**src/rtl/tctx_pkg.sv**
```systemverilog
package tctx_pkg;
  localparam int RINGS      = 4;
  localparam int RING_BYTES = 16;
  localparam int LEVELS     = 8;
  localparam int RING_W     = $clog2(RINGS);
  localparam int OFF_W      = $clog2(RING_BYTES);
  localparam int LVL_W      = $clog2(LEVELS);
  localparam int ADDR_W     = 2 + RING_W + OFF_W;

  typedef logic [7:0] byte_t;

  localparam byte_t PRIO_NONE = 8'hFF;

  localparam int OFF_PEND   = 0;
  localparam int OFF_MASK   = 1;
  localparam int OFF_ACK    = 2;
  localparam int OFF_STORE  = 3;
  localparam int OFF_ID_LO  = 4;
  localparam int OFF_ID_HI  = 7;

  function automatic logic mask_legal(byte_t v);
    return (v < byte_t'(LEVELS)) || (v == PRIO_NONE);
  endfunction
endpackage

```
**src/rtl/tctx_prio_enc.sv**
```systemverilog
module tctx_prio_enc #(
  parameter int N  = 8,
  parameter int IW = $clog2(N)
) (
  input  logic [N-1:0]  bits,
  output logic          found,
  output logic [IW-1:0] idx
);
  always_comb begin
    found = 1'b0;
    idx   = '0;
    for (int i = N - 1; i >= 0; i--) begin
      if (bits[i]) begin
        found = 1'b1;
        idx   = IW'(i);
      end
    end
  end
endmodule

```
**src/rtl/tctx_page_gate.sv**
```systemverilog
module tctx_page_gate
  import tctx_pkg::*;
(
  input  logic [1:0]        page,
  input  logic [RING_W-1:0] ring,
  output logic              allow
);
  always_comb begin
    unique case (page)
      2'd0: allow = 1'b1;
      2'd1: allow = (ring != RING_W'(0));
      2'd2: allow = (ring <= RING_W'(1));
      default: allow = (ring == RING_W'(0));
    endcase
  end
endmodule

```
**src/rtl/tctx_ring.sv**
```systemverilog
module tctx_ring
  import tctx_pkg::*;
#(
  parameter bit HAS_ID = 1'b0
) (
  input  logic              clk,
  input  logic              rst_n,
  input  logic              wr_en,
  input  logic              ack_en,
  input  logic [OFF_W-1:0]  off,
  input  byte_t             wdata,
  input  logic [LEVELS-1:0] set_mask,
  input  logic [31:0]       id_word,
  output byte_t             rd_data,
  output logic [LEVELS-1:0] pend,
  output byte_t             mask,
  output logic              irq
);
  logic [LEVELS-1:0] pend_q, pend_d;
  byte_t             mask_q;
  byte_t             mem_q [RING_BYTES];
  logic              best_found;
  logic [LVL_W-1:0]  best_idx;
  byte_t             best_byte;
  byte_t             ack_val;
  logic              id_off;

  tctx_prio_enc #(.N(LEVELS)) u_enc (
    .bits  (pend_q),
    .found (best_found),
    .idx   (best_idx)
  );

  assign best_byte = byte_t'(best_idx);
  assign irq       = best_found && (best_byte < mask_q);
  assign ack_val   = irq ? best_byte : PRIO_NONE;
  assign id_off    = HAS_ID && (int'(off) >= OFF_ID_LO) && (int'(off) <= OFF_ID_HI);

  always_comb begin
    pend_d = pend_q;
    if (wr_en && (int'(off) == OFF_PEND)) pend_d = wdata[LEVELS-1:0];
    if (ack_en && irq) pend_d[best_idx] = 1'b0;
    pend_d = pend_d | set_mask;
  end

  always_ff @(posedge clk or negedge rst_n) begin
    if (!rst_n) begin
      pend_q <= '0;
      mask_q <= '0;
    end else begin
      pend_q <= pend_d;
      if (wr_en && (int'(off) == OFF_MASK) && mask_legal(wdata)) mask_q <= wdata;
      else if (ack_en && irq) mask_q <= best_byte;
    end
  end

  always_ff @(posedge clk or negedge rst_n) begin
    if (!rst_n) begin
      for (int i = 0; i < RING_BYTES; i++) mem_q[i] <= '0;
    end else if (wr_en && (int'(off) >= OFF_STORE) && !id_off) begin
      mem_q[off] <= wdata;
    end
  end

  always_comb begin
    if (int'(off) == OFF_PEND)      rd_data = byte_t'(pend_q);
    else if (int'(off) == OFF_MASK) rd_data = mask_q;
    else if (int'(off) == OFF_ACK)  rd_data = ack_val;
    else if (id_off)                rd_data = id_word[8*(OFF_ID_HI - int'(off)) +: 8];
    else                            rd_data = mem_q[off];
  end

  assign pend = pend_q;
  assign mask = mask_q;
endmodule

```
**src/rtl/tctx_regfile.sv**
```systemverilog
module tctx_regfile
  import tctx_pkg::*;
#(
  parameter int BLK_W = 4,
  parameter int IDX_W = 19
) (
  input  logic              clk,
  input  logic              rst_n,
  input  logic              req_valid,
  output logic              req_ready,
  input  logic [ADDR_W-1:0] req_addr,
  input  logic              req_write,
  input  logic [7:0]        req_wdata,
  output logic              rsp_valid,
  input  logic              rsp_ready,
  output logic [7:0]        rsp_rdata,
  input  logic              present_valid,
  input  logic [RING_W-1:0] present_ring,
  input  logic [7:0]        present_prio,
  input  logic [BLK_W-1:0]  id_block,
  input  logic [IDX_W-1:0]  id_index,
  output logic              os_irq,
  output logic              hv_irq
);
  localparam int ID_PAD = 32 - BLK_W - IDX_W;
  localparam int RING_OS = 1;
  localparam int RING_HV = 3;

  logic [1:0]        a_page;
  logic [RING_W-1:0] a_ring;
  logic [OFF_W-1:0]  a_off;
  logic              allow;
  logic              accept;
  logic              rsp_valid_q;
  byte_t             rsp_data_q;
  logic [31:0]       id_word;
  byte_t             rd_vec   [RINGS];
  logic [RINGS-1:0]  irq_vec;
  logic [RINGS*LEVELS-1:0] pend_flat;
  logic [RINGS*8-1:0]      mask_flat;

  assign {a_page, a_ring, a_off} = req_addr;
  assign id_word   = {{ID_PAD{1'b0}}, id_block, id_index};
  assign req_ready = !rsp_valid_q || rsp_ready;
  assign accept    = req_valid && req_ready;

  tctx_page_gate u_gate (
    .page  (a_page),
    .ring  (a_ring),
    .allow (allow)
  );

  for (genvar r = 0; r < RINGS; r++) begin : g_ring
    logic              hit;
    logic              wr_en;
    logic              ack_en;
    logic [LEVELS-1:0] set_mask;
    logic [LEVELS-1:0] pend;
    byte_t             mask;

    assign hit    = accept && allow && (a_ring == RING_W'(r));
    assign wr_en  = hit && req_write;
    assign ack_en = hit && !req_write && (int'(a_off) == OFF_ACK);

    always_comb begin
      set_mask = '0;
      if (present_valid && (present_ring == RING_W'(r)) && (present_prio < 8'(LEVELS)))
        set_mask[present_prio[LVL_W-1:0]] = 1'b1;
    end

    tctx_ring #(.HAS_ID(r == RING_HV)) u_ring (
      .clk      (clk),
      .rst_n    (rst_n),
      .wr_en    (wr_en),
      .ack_en   (ack_en),
      .off      (a_off),
      .wdata    (req_wdata),
      .set_mask (set_mask),
      .id_word  (id_word),
      .rd_data  (rd_vec[r]),
      .pend     (pend),
      .mask     (mask),
      .irq      (irq_vec[r])
    );

    assign pend_flat[r*LEVELS +: LEVELS] = pend;
    assign mask_flat[r*8 +: 8]           = mask;
  end

  always_ff @(posedge clk or negedge rst_n) begin
    if (!rst_n) begin
      rsp_valid_q <= 1'b0;
      rsp_data_q  <= '0;
    end else if (accept) begin
      rsp_valid_q <= 1'b1;
      rsp_data_q  <= (!req_write && allow) ? rd_vec[a_ring] : 8'h00;
    end else if (rsp_ready) begin
      rsp_valid_q <= 1'b0;
    end
  end

  assign rsp_valid = rsp_valid_q;
  assign rsp_rdata = rsp_data_q;
  assign os_irq    = irq_vec[RING_OS];
  assign hv_irq    = irq_vec[RING_HV];
endmodule

```
**config.mk**
```make
export PLATFORM = sky130hd
export DESIGN_NAME = tctx_regfile
export DESIGN_NICKNAME = d
export VERILOG_FILES = /design/src/rtl/tctx_pkg.sv /design/src/rtl/tctx_prio_enc.sv /design/src/rtl/tctx_page_gate.sv /design/src/rtl/tctx_ring.sv /design/src/rtl/tctx_regfile.sv
export SDC_FILE = /design/constraint.sdc
export NUM_CORES = 1
export LEC_CHECK = 0
export BUFFER_PORTS_ARGS = -buffer_cell sky130_fd_sc_hd__buf_2
export CELL_PAD_IN_SITES_DETAIL_PLACEMENT = 1
export CELL_PAD_IN_SITES_GLOBAL_PLACEMENT = 1
export CORE_AREA = 2 2 262 264
export CTS_CLUSTER_DIAMETER = 30
export DETAILED_ROUTE_END_ITERATION = 16
export DIE_AREA = 0 0 264 266
export PLACE_DENSITY = 0.61
export SYNTH_ARGS = -nofsm -noshare
export SYNTH_HDL_FRONTEND = slang
export SYNTH_SLANG_ARGS = --single-unit
```
**constraint.sdc**
```tcl
create_clock -name clk -period 3.25 [get_ports clk]
set_input_delay 0.325 -clock clk [delete_from_list [all_inputs] [get_ports clk]]
set_output_delay 0.325 -clock clk [all_outputs]
set_load 0.1 [all_outputs]
```
# Word-level counts from Yosys, hierarchy flattened

Cells that the tools add are included.

Flip-flop bits (word level): 585
Input bits: 55
Output and inout bits: 12
Logic and storage cells: 334

Add/subtract/negate cells: 1
Magnitude comparators: 23
Eq/ne operators: 11
Shifts and indexed selects: 1
Mux-type cells: 136
Bitwise operators: 14
Reductions and logical operators: 74

Operators by type and width:

| operator             | count |
|---|---|
| $bwmux W128          | 4 |
| $mux W8              | 49 |
| $bmux W8 S4          | 4 |
| $mux W3              | 32 |
| $logic_and A1 B1 Y1  | 59 |
| $mux W1              | 39 |
| $and A8 B8 Y8        | 4 |
| $demux W8 S4         | 1 |
| $lt A3 B8 Y1         | 4 |
| $not A8 Y8           | 4 |
| $or A8 B8 Y8         | 4 |
| $shiftx A32 B32 Y8   | 1 |
| $lt A3 B4 Y1 const B | 5 |
| $bmux W8 S2          | 1 |
| $lt A8 B4 Y1 const B | 2 |
| $demux W1 S3         | 5 |
| $ge A3 B1 Y1 const B | 5 |
| $reduce_bool A2 Y1   | 6 |
| $eq A2 B2 Y1 const B | 5 |
| $eq A8 B8 Y1 const B | 1 |
| $eq A2 B1 Y1 const B | 3 |
| $logic_not A2 Y1     | 3 |
| $ge A5 B5 Y1 const B | 1 |
| $lt A5 B1 Y1 const B | 1 |
| other kinds (14)     | 17 |

# Logic depth before layout (Yosys ltp)

Gate-level depths: netlist (run 1).

Depth in word-level cells: 18
Depth in mapped cells: 14

# Modules after synthesis

A second synthesis (run 1) with hierarchy kept.

Cells, all modules: 2084
Area total of the unflattened synthesis: 26227.7 µm²

Modules (own cells, without submodules):

| module                        | times used | cells each | area each (µm²) | sequential area each (µm²) |
|---|---|---|---|---|
| tctx_ring at g_ring[1].u_ring | 1          | 509        | 6638.9          | 3428.3 |
| tctx_ring at g_ring[2].u_ring | 1          | 513        | 6630.1          | 3478.3 |
| tctx_ring at g_ring[0].u_ring | 1          | 477        | 6525.0          | 3478.3 |
| tctx_ring at g_ring[3].u_ring | 1          | 428        | 5177.5          | 2452.4 |
| tctx_regfile                  | 1          | 102        | 908.4           | 225.2 |
| tctx_prio_enc                 | 4          | 13         | 80.1            | 0.0 |
| tctx_page_gate                | 1          | 3          | 27.5            | 0.0 |

# Worst setup path after synthesis (run 1)

OpenSTA, ideal clock, no wires.

Kind: register -> register
Start point: register rsp_valid_q (netlist: rsp_valid)
End point: register g_ring[0].u_ring.mem_q[10] (netlist name)
Setup time: 125 ps
Data arrival time: 3513 ps
Data required time: 3125 ps
Slack: -388 ps
Cell stages (with the launch flop): 9
Cell sequence: dfrtp_1 nand2b_1 nand3_1 a211o_1 clkbuf_1 nand2b_1 buf_2 nor3_2 mux2_2

Longest elaborated chain between the ends: 7

RTL lines:

| element                           | line               | text |
|---|---|---|
| start, declared                   | tctx_regfile.sv:34 | `logic rsp_valid_q;` |
| start signal, assigned            | tctx_regfile.sv:92 | `rsp_valid_q <= 1'b0;` |
| start signal, assigned            | tctx_regfile.sv:95 | `rsp_valid_q <= 1'b1;` |
| start signal, assigned            | tctx_regfile.sv:98 | `rsp_valid_q <= 1'b0;` |
| $logic_not A1 Y1                  | tctx_regfile.sv:44 | `assign req_ready = !rsp_valid_q \|\| rsp_ready;` |
| $logic_or A1 B1 Y1                | tctx_regfile.sv:44 |  |
| named net req_ready               | tctx_regfile.sv:10 | `output logic req_ready,` |
| $logic_and A1 B1 Y1               | tctx_regfile.sv:45 | `assign accept = req_valid && req_ready;` |
| $logic_and A1 B1 Y1 (2 in series) | tctx_regfile.sv:61 | `assign hit = accept && allow && (a_ring == RING_W'(r));` |
| $logic_and A1 B1 Y1               | tctx_regfile.sv:62 | `assign wr_en = hit && req_write;` |
| $logic_and A1 B1 Y1               | tctx_ring.sv:60    | `end else if (wr_en && (int'(off) >= OFF_STORE) && !id_off) begin` |
| end signal, assigned by index     | tctx_ring.sv:61    | `mem_q[off] <= wdata;` |
| end, declared                     | tctx_ring.sv:21    | `byte_t mem_q [RING_BYTES];` |

The timed path passes the listed nets, and every way through them passes these cells.
A chain may end at the register's enable or synchronous reset.

# Worst setup path in the final report (run 1)

Start point: register g_ring[3].u_ring.pend_q[0]
End point: output port hv_irq

Longest elaborated chain between the ends: 3

RTL lines:

| element                 | line                | text |
|---|---|---|
| start, declared         | tctx_ring.sv:19     | `logic [LEVELS-1:0] pend_q, pend_d;` |
| start signal, assigned  | tctx_ring.sv:51     | `pend_q <= pend_d;` |
| $mux W3                 | tctx_prio_enc.sv:13 | `if (bits[i]) begin` |
| $lt A3 B8 Y1            | tctx_ring.sv:35     | `assign irq = best_found && (best_byte < mask_q);` |
| $logic_and A1 B1 Y1 (*) | tctx_ring.sv:35     |  |
| end, declared           | tctx_regfile.sv:23  | `output logic hv_irq` |

Every way passes the cells marked *; elsewhere a longest branch is shown, timed or not.

==> impl_metrics.py, run 1 <==
metrics = {
    "drt": {
        "drc": 0,
        "wl_mm": 86.5,
        "ant_nets": 0,
        "drt-pass1-iter-count": 5,
        "drt_first_iter_violations": 1378,
        "dr_total_vias": 17800,
        "routed_via_density": 5.75,
        "detail_route.wl_per_cell_um": 27.9,
    },
    "synthesis": {
        "async_flop_share_pct": 100,
        "synth_compound_area_share_pct": 9.72,
        "synth_nets": 2018,
        "synthSimpleGateAreaFrac_pct": 7.13,
        "synth_top_area_share_pct": 51.3,
        "synth-xor-area-share_pct": 0,
        "synth_cell_type_count": 76,
        "yosysMostFrequentCell": "dfrtp_1",
        "synthCells": 1959,
        "post_synth_mux_area_share_pct": 28.2,
        "ys_warn_count": 0,
        "synth_common_cells": "dfrtp_1 (508), mux2_2 (384), clkbuf_1 (137)",
        "ys.flop_type": "dfrtp_1",
        "synth_top_family_by_area": "multiplexers",
        "synthAdderAreaFrac_pct": 0.202,
        "syn-cell-area_um2": 24800,
        "yosysTopAreaCell": "dfrtp_1",
        "synth_seq_cells": 508,
        "avgSynthCellArea_um2": 12.6,
        "ys_top_cells_by_area": "dfrtp_1 (51%), mux2_2 (17%), mux4_2 (8.3%), clkbuf_1 (2.1%), nor2_1 (1.7%)",
        "synth_edf_count": 0,
        "synth_seq_area_share_pct": 51.3,
    },
    "timing": {
        "min_period_ns": 3.17,
        "finalSetupTns_ns": 0,
        "timing.final.crit_share_pct": 97.4,
        "slew_headroom_pct": 36.4,
        "setup_viol": 0,
        "tightestPinTransition_ns": 0.944,
        "hold_viol": 0,
        "final.setup_skew_ns": 0.0220,
        "slew_viol_final": 0,
        "max_freq_mhz": 316,
        "worst_hold_slack_ns": 0.0538,
    },
    "clocking": {
        "clock-sinks": 508,
        "numCtsBuffers": 133,
        "clk_pin_slew_ns": 0.04,
        "root_buffer": "clkbuf_16",
        "clk_latency_ns": 0.71,
        "clockBufferDepth": 3,
        "cts_tree": "done",
        "htreeDepth": 4,
    },
    "worst_setup_path": {
        "critPathLaunchType": "flip-flop",
        "path_class": "flip-flop to output pin",
        "worst_ep_required_time_ns": 2.92,
        "critPathCaptureType": "output pin",
        "crit_path_max_fanout": 7,
        "cp.arrival_ns": 2.84,
    },
    "global_route": {
        "grt_max_degree": 71,
        "antenna_found_initial": 3,
        "overflow": 0,
        "grt_usage_pct": 25.1,
        "grt_pass1_wl_mm": 131,
        "first_global_vias": 19800,
    },
    "outcome": {
        "status": "finished clean",
    },
    "power": {
        "power_uw": 22300,
        "p_per_area_nw_per_um2": 710,
        "ir_drop_uv": 433,
        "p_leak_uw": 0.0146,
    },
    "min_path": {
        "hold_path_class": "input pin to flip-flop",
    },
    "layout": {
        "nets": 2173,
        "final_cells": 3103,
        "multi_input_area_um2": 11200,
        "num_antenna_cells": 0,
        "seqCellArea_um2": 12700,
        "n_fill_cell": 6887,
        "drive_gt1_share_pct": 42.4,
        "syn_to_final_growth_pct": 27.1,
    },
    "placed_design": {
        "place_inst": 2857,
        "dp_hpwl_mm": 56.9,
        "portBuffers": 66,
        "place.gp.congestion": 0.908,
    },
    "floorplan": {
        "dieArea_um2": 70200,
        "io_pins": 67,
        "row_count": 96,
        "die_h_um": 266,
        "core_um2": 67700,
        "start_util_pct": 36.6,
        "die_w_um": 264,
    },
    "job": {
        "drv_cap": 0,
    },
}
[power breakdown]
| part | internal, µW | total, µW | switching, µW |
|---|---|---|---|
| sequential | 6600 | 6780 | 183 |
| clock | 9560 | 13700 | 4180 |
| combinational | 649 | 1830 | 1180 |
[layout make-up]
| class | instances | area share, % |
|---|---|---|
| clock buffers | 182 | 12.1 |
| clock inverters | 60 | 2.95 |
| inverters | 28 | 0.334 |
| multi-input cells | 1241 | 35.7 |
| flip-flops and latches | 508 | 40.4 |
| well taps | 882 | 3.50 |
| repair buffers | 202 | 5.02 |
[cells by family (layout without fill, tap and decap cells)]
kind of cell / count (synthesis) / after routing
compound gates: 354 / 354
mux: 533 / 533
fa+ha+maj: 4 / 4
buf+inv: 210 / 472
simple gates: 350 / 350
flops: 508 / 508
[worst paths after layout]
kind / from / to / slack, ns / cells after the start
min in group asynchronous: rst_n / g_ring[2].u_ring.mem_q[60] / 0.21 / 2
worst min-delay path: req_wdata[3] / g_ring[1].u_ring.pend[3] / 0.05 / 3
worst max-delay path: g_ring[3].u_ring.pend[0] / hv_irq / 0.08 / 10
max in group asynchronous: rst_n / g_ring[1].u_ring.mem_q[124] / 2.15 / 3
worst min register to register: g_ring[2].u_ring.mem_q[118] / g_ring[2].u_ring.mem_q[118] / 0.37 / 0
worst max register to register: g_ring[3].u_ring.pend[0] / g_ring[3].u_ring.pend[3] / 0.15 / 12
[worst max-delay path, cell delays in order (launching register included)]
cell       delay, ns
dfrtp_2         0.45
or2_4           0.30
nand2b_1        0.17
nand2b_4        0.18
inv_1           0.09
ha_1            0.24
nand2_1         0.10
a31oi_2         0.06
o31ai_2         0.11
o2bb2ai_2       0.21
buf_12          0.21
[layout by cell type, fill, tap and decap left out, types with 8 or more instances in the layout]
| master | count |
|---|---|
| o21ai_0 | 66 |
| mux2i_1 | 40 |
| nor2_1 | 109 |
| o221ai_1 | 14 |
| inv_1 | 27 |
| clkbuf_16 | 136 |
| nor3_2 | 15 |
| clkbuf_8 | 25 |
| a21o_1 | 20 |
| a211oi_1 | 15 |
| mux2_2 | 384 |
| nand2b_1 | 17 |
| o22ai_1 | 27 |
| mux2_1 | 18 |
| clkinv_2 | 17 |
| dfrtp_1 | 507 |
| a21oi_1 | 56 |
| mux4_2 | 91 |
| nand4_1 | 9 |
| a22o_1 | 9 |
| nor3_1 | 23 |
| or3_1 | 8 |
| buf_12 | 15 |
| buf_4 | 119 |
| nand3_1 | 18 |
| o31ai_1 | 8 |
| a221oi_1 | 22 |
| buf_2 | 61 |
| clkbuf_1 | 22 |
| a22oi_1 | 8 |
| a31oi_1 | 9 |
| o21ai_1 | 22 |
| clkinvlp_4 | 10 |
| bufinv_16 | 17 |
| nand2_1 | 100 |
| o211ai_1 | 14 |
[registers in the layout (all words and copies together), names as in the netlist]
signal and flops:
g_ring.u_ring.mask 32, g_ring.u_ring.mem_q 435, rsp_rdata 8, g_ring.u_ring.pend 32, rsp_valid 1
[stage by stage]
stage	util [%]	worst slack [ns]	instance area [µm²]
2_1_floorplan	-	0.00287	24800
3_3_place_gp	39.3	0.331	26700
3_5_place_dp	39.3	0.244	26700
4_1_cts	46.4	-0.0193	31400
5_1_grt	46.5	-0.0575	31500
6_report	46.5	0.0838	31500
[layer usage]
metal	GRT usage, %	part of all wire, %	up-vias	routed length (µm)
met5	0	0.014	-	12
met4	9.46	3.1	2	2640
met3	5.48	5.4	162	4710
li1	-	-	7634	-
met1	33.1	44	9479	37900
met2	40.7	48	570	41300
[repair_timing]
| action | CTS | global route |
|---|---|---|
| setup buffers | 0 | 1 |
| gates cloned | 0 | 0 |
| endpoints found under the hold margin | 60 | 0 |
| endpoints found under the setup margin | 2 | 8 |
| resized for setup | 5 | 7 |
| hold buffers | 3 | 0 |
| pin swaps | 0 | 1 |
Power figures use the tool's default switching activity.
==> inputs of run 2 (changes only) <==
Settings changed: CORE_AREA 2 2 262 264 to 2 2 222 224, DIE_AREA 0 0 264 266 to 0 0 224 226, PLACE_DENSITY 0.61 to 0.8.
==> run 2 against run 1 <==
  * Sequential power about the same
  * Clock power fell by 17%
  * Fmax fell by 1.1%
  * Final area is 4.4% lower
  * First-iteration DRC count is 25% higher
  * Critical path depth stayed put
  * Register-to-register slack better by 0.08 ns
  * Sequential share of layout area is 1.8 points higher
  * Power down 10%
  * Setup slack got worse by 0.035 ns
  * Clock-buffer cell count fell by 33
  * Critical endpoint unchanged
==> impl_metrics.py, run 2 (synthesis gave the netlist of run 1 again) <==
metrics = {
    "floorplan": {
        "die_w_um": 224,
        "row_count": 81,
        "io_pins": 67,
        "core_um2": 48300,
        "die_h_um": 226,
        "start_util_pct": 51.3,
        "dieArea_um2": 50600,
    },
    "placed_design": {
        "dp_hpwl_mm": 54.5,
        "place_inst": 2592,
        "pre_cts_ws_ns": -0.0904,
        "place.gp.congestion": 0.953,
        "portBuffers": 66,
    },
    "global_route": {
        "first_global_vias": 21000,
        "grt_usage_pct": 36.3,
        "grt_pass1_wl_mm": 136,
        "overflow": 0,
        "antenna_found_initial": 1,
        "grt_max_degree": 98,
    },
    "layout": {
        "final_cell_mix": "dfrtp_1 (507), mux2_2 (384), buf_4 (120), nor2_1 (109), clkbuf_16 (109)",
        "n_fill_cell": 4607,
        "largest_register_ffs": 435,
        "syn_to_final_growth_pct": 21.5,
        "multi_input_area_um2": 11200,
        "top_register": "g_ring.u_ring.mem_q",
        "seqCellArea_um2": 12700,
        "mostFrequentLayoutCell": "dfrtp_1",
        "nets": 2144,
        "drive_gt1_share_pct": 41.3,
        "final_cells": 2800,
    },
    "outcome": {
        "status": "finished clean",
    },
    "timing": {
        "slew_viol_final": 0,
        "finalWorstSetupSlack_ns": 0.0492,
        "max_freq_mhz": 312,
        "hold_viol": 0,
        "final.setup_skew_ns": 0.0229,
        "timing.final.crit_share_pct": 98.5,
        "setup_viol": 0,
        "worst_hold_slack_ns": 0.169,
        "tightestPinTransition_ns": 1.03,
        "slew_headroom_pct": 30.9,
        "min_period_ns": 3.20,
        "finalSetupTns_ns": 0,
    },
    "clocking": {
        "cts_tree": "done",
        "clockBufferDepth": 3,
        "clock-sinks": 508,
        "numCtsBuffers": 108,
        "root_buffer": "clkbuf_16",
        "htreeDepth": 3,
        "clk_pin_slew_ns": 0.05,
        "clk_latency_ns": 0.68,
    },
    "drt": {
        "wl_mm": 89.6,
        "dr_total_vias": 18800,
        "detail_route.wl_per_cell_um": 32.0,
        "drt_first_iter_violations": 1726,
        "ant_nets": 0,
        "drc": 0,
        "routed_via_density": 6.71,
        "drt-pass1-iter-count": 5,
    },
    "job": {
        "drv_cap": 0,
    },
    "power": {
        "ir_drop_uv": 488,
        "power_uw": 20000,
        "p_per_area_nw_per_um2": 665,
        "p_leak_uw": 0.0141,
    },
    "worst_setup_path": {
        "worst_ep_required_time_ns": 2.92,
        "crit_path_max_fanout": 7,
        "critPathCaptureType": "output pin",
        "cp.arrival_ns": 2.88,
        "critPathLaunchType": "flip-flop",
        "path_class": "flip-flop to output pin",
    },
    "min_path": {
        "hold_path_class": "input pin to flip-flop",
    },
}
-- run 2: cell count changes in the layout (fill, tap and decap cells not counted), sizes merged --
cell,delta
buf,-4
diode,+1
clkbuf,-33
bufinv,-6
inv,+4
clkinv,-4
clkinvlp,-1
-- run 2: area by class of cell --
type	count	share of cell area, %
Sequential cell	508	42.2
Clock buffer	149	10.2
Inverter	28	0.349
Multi-Input combinational cell	1241	37.4
Tap cell	622	2.58
Timing Repair Buffer	198	4.97
Antenna cell	1	0.00831
Clock inverter	53	2.29
-- run 2: metal layers --
layer / track usage, % / vias up / part of all wire [%]
met4: 19.6 / 0 / 5.5
met1: 46.0 / 9900 / 39
met5: 0 / - / 0
met2: 59.2 / 964 / 48
met3: 6.99 / 354 / 7.3
li1: - / 7557 / -
-- run 2: repair_timing --
| item | in CTS | in global routing |
|---|---|---|
| setup buffers | 0 | 2 |
| setup endpoints to repair | 3 | 8 |
| pin swaps | 0 | 2 |
| hold endpoints to repair | 69 | 0 |
| resized for setup | 7 | 6 |
| hold buffers | 3 | 0 |
-- run 2: worst max-delay path: stages (launching register included) --
cell       delay (ns)
dfrtp_2          0.46
or2_4            0.30
nand2b_2         0.25
nand2b_4         0.19
inv_1            0.08
ha_1             0.22
nand2_1          0.07
a31oi_1          0.05
o31ai_1          0.11
o2bb2ai_2        0.24
buf_12           0.22
-- run 2: per-stage QoR --
step,util (%),instance area (µm²)
floorplan,-,24800
global placement,54.3,26200
detailed placement,54.3,26200
CTS,62.2,30100
global route,62.3,30100
finish,62.3,30100
-- run 2: path summary, 6_finish.rpt --
| check | startpoint | endpoint | slack, ns | cells past startpoint |
|---|---|---|---|---|
| min reg2reg | g_ring[3].u_ring.mem_q[119] | g_ring[3].u_ring.mem_q[119] | 0.37 | 0 |
| max reg2reg | g_ring[2].u_ring.pend[2] | g_ring[2].u_ring.pend[1] | 0.23 | 11 |
| min in group asynchronous | rst_n | g_ring[3].u_ring.mem_q[24] | 0.25 | 2 |
| max | g_ring[3].u_ring.pend[0] | hv_irq | 0.05 | 10 |
| min | req_write | g_ring[2].u_ring.mask[2] | 0.17 | 4 |
| max in group asynchronous | rst_n | g_ring[0].u_ring.pend[1] | 1.93 | 3 |
-- run 2: power breakdown --
part,internal [µW],total [µW],leakage (µW),switching (µW)
Clock,7510,11400,0.00183,3890
Combinational,639,1840,0.00529,1200
Sequential,6590,6800,0.00698,207
Total,14700,20000,0.0141,5300
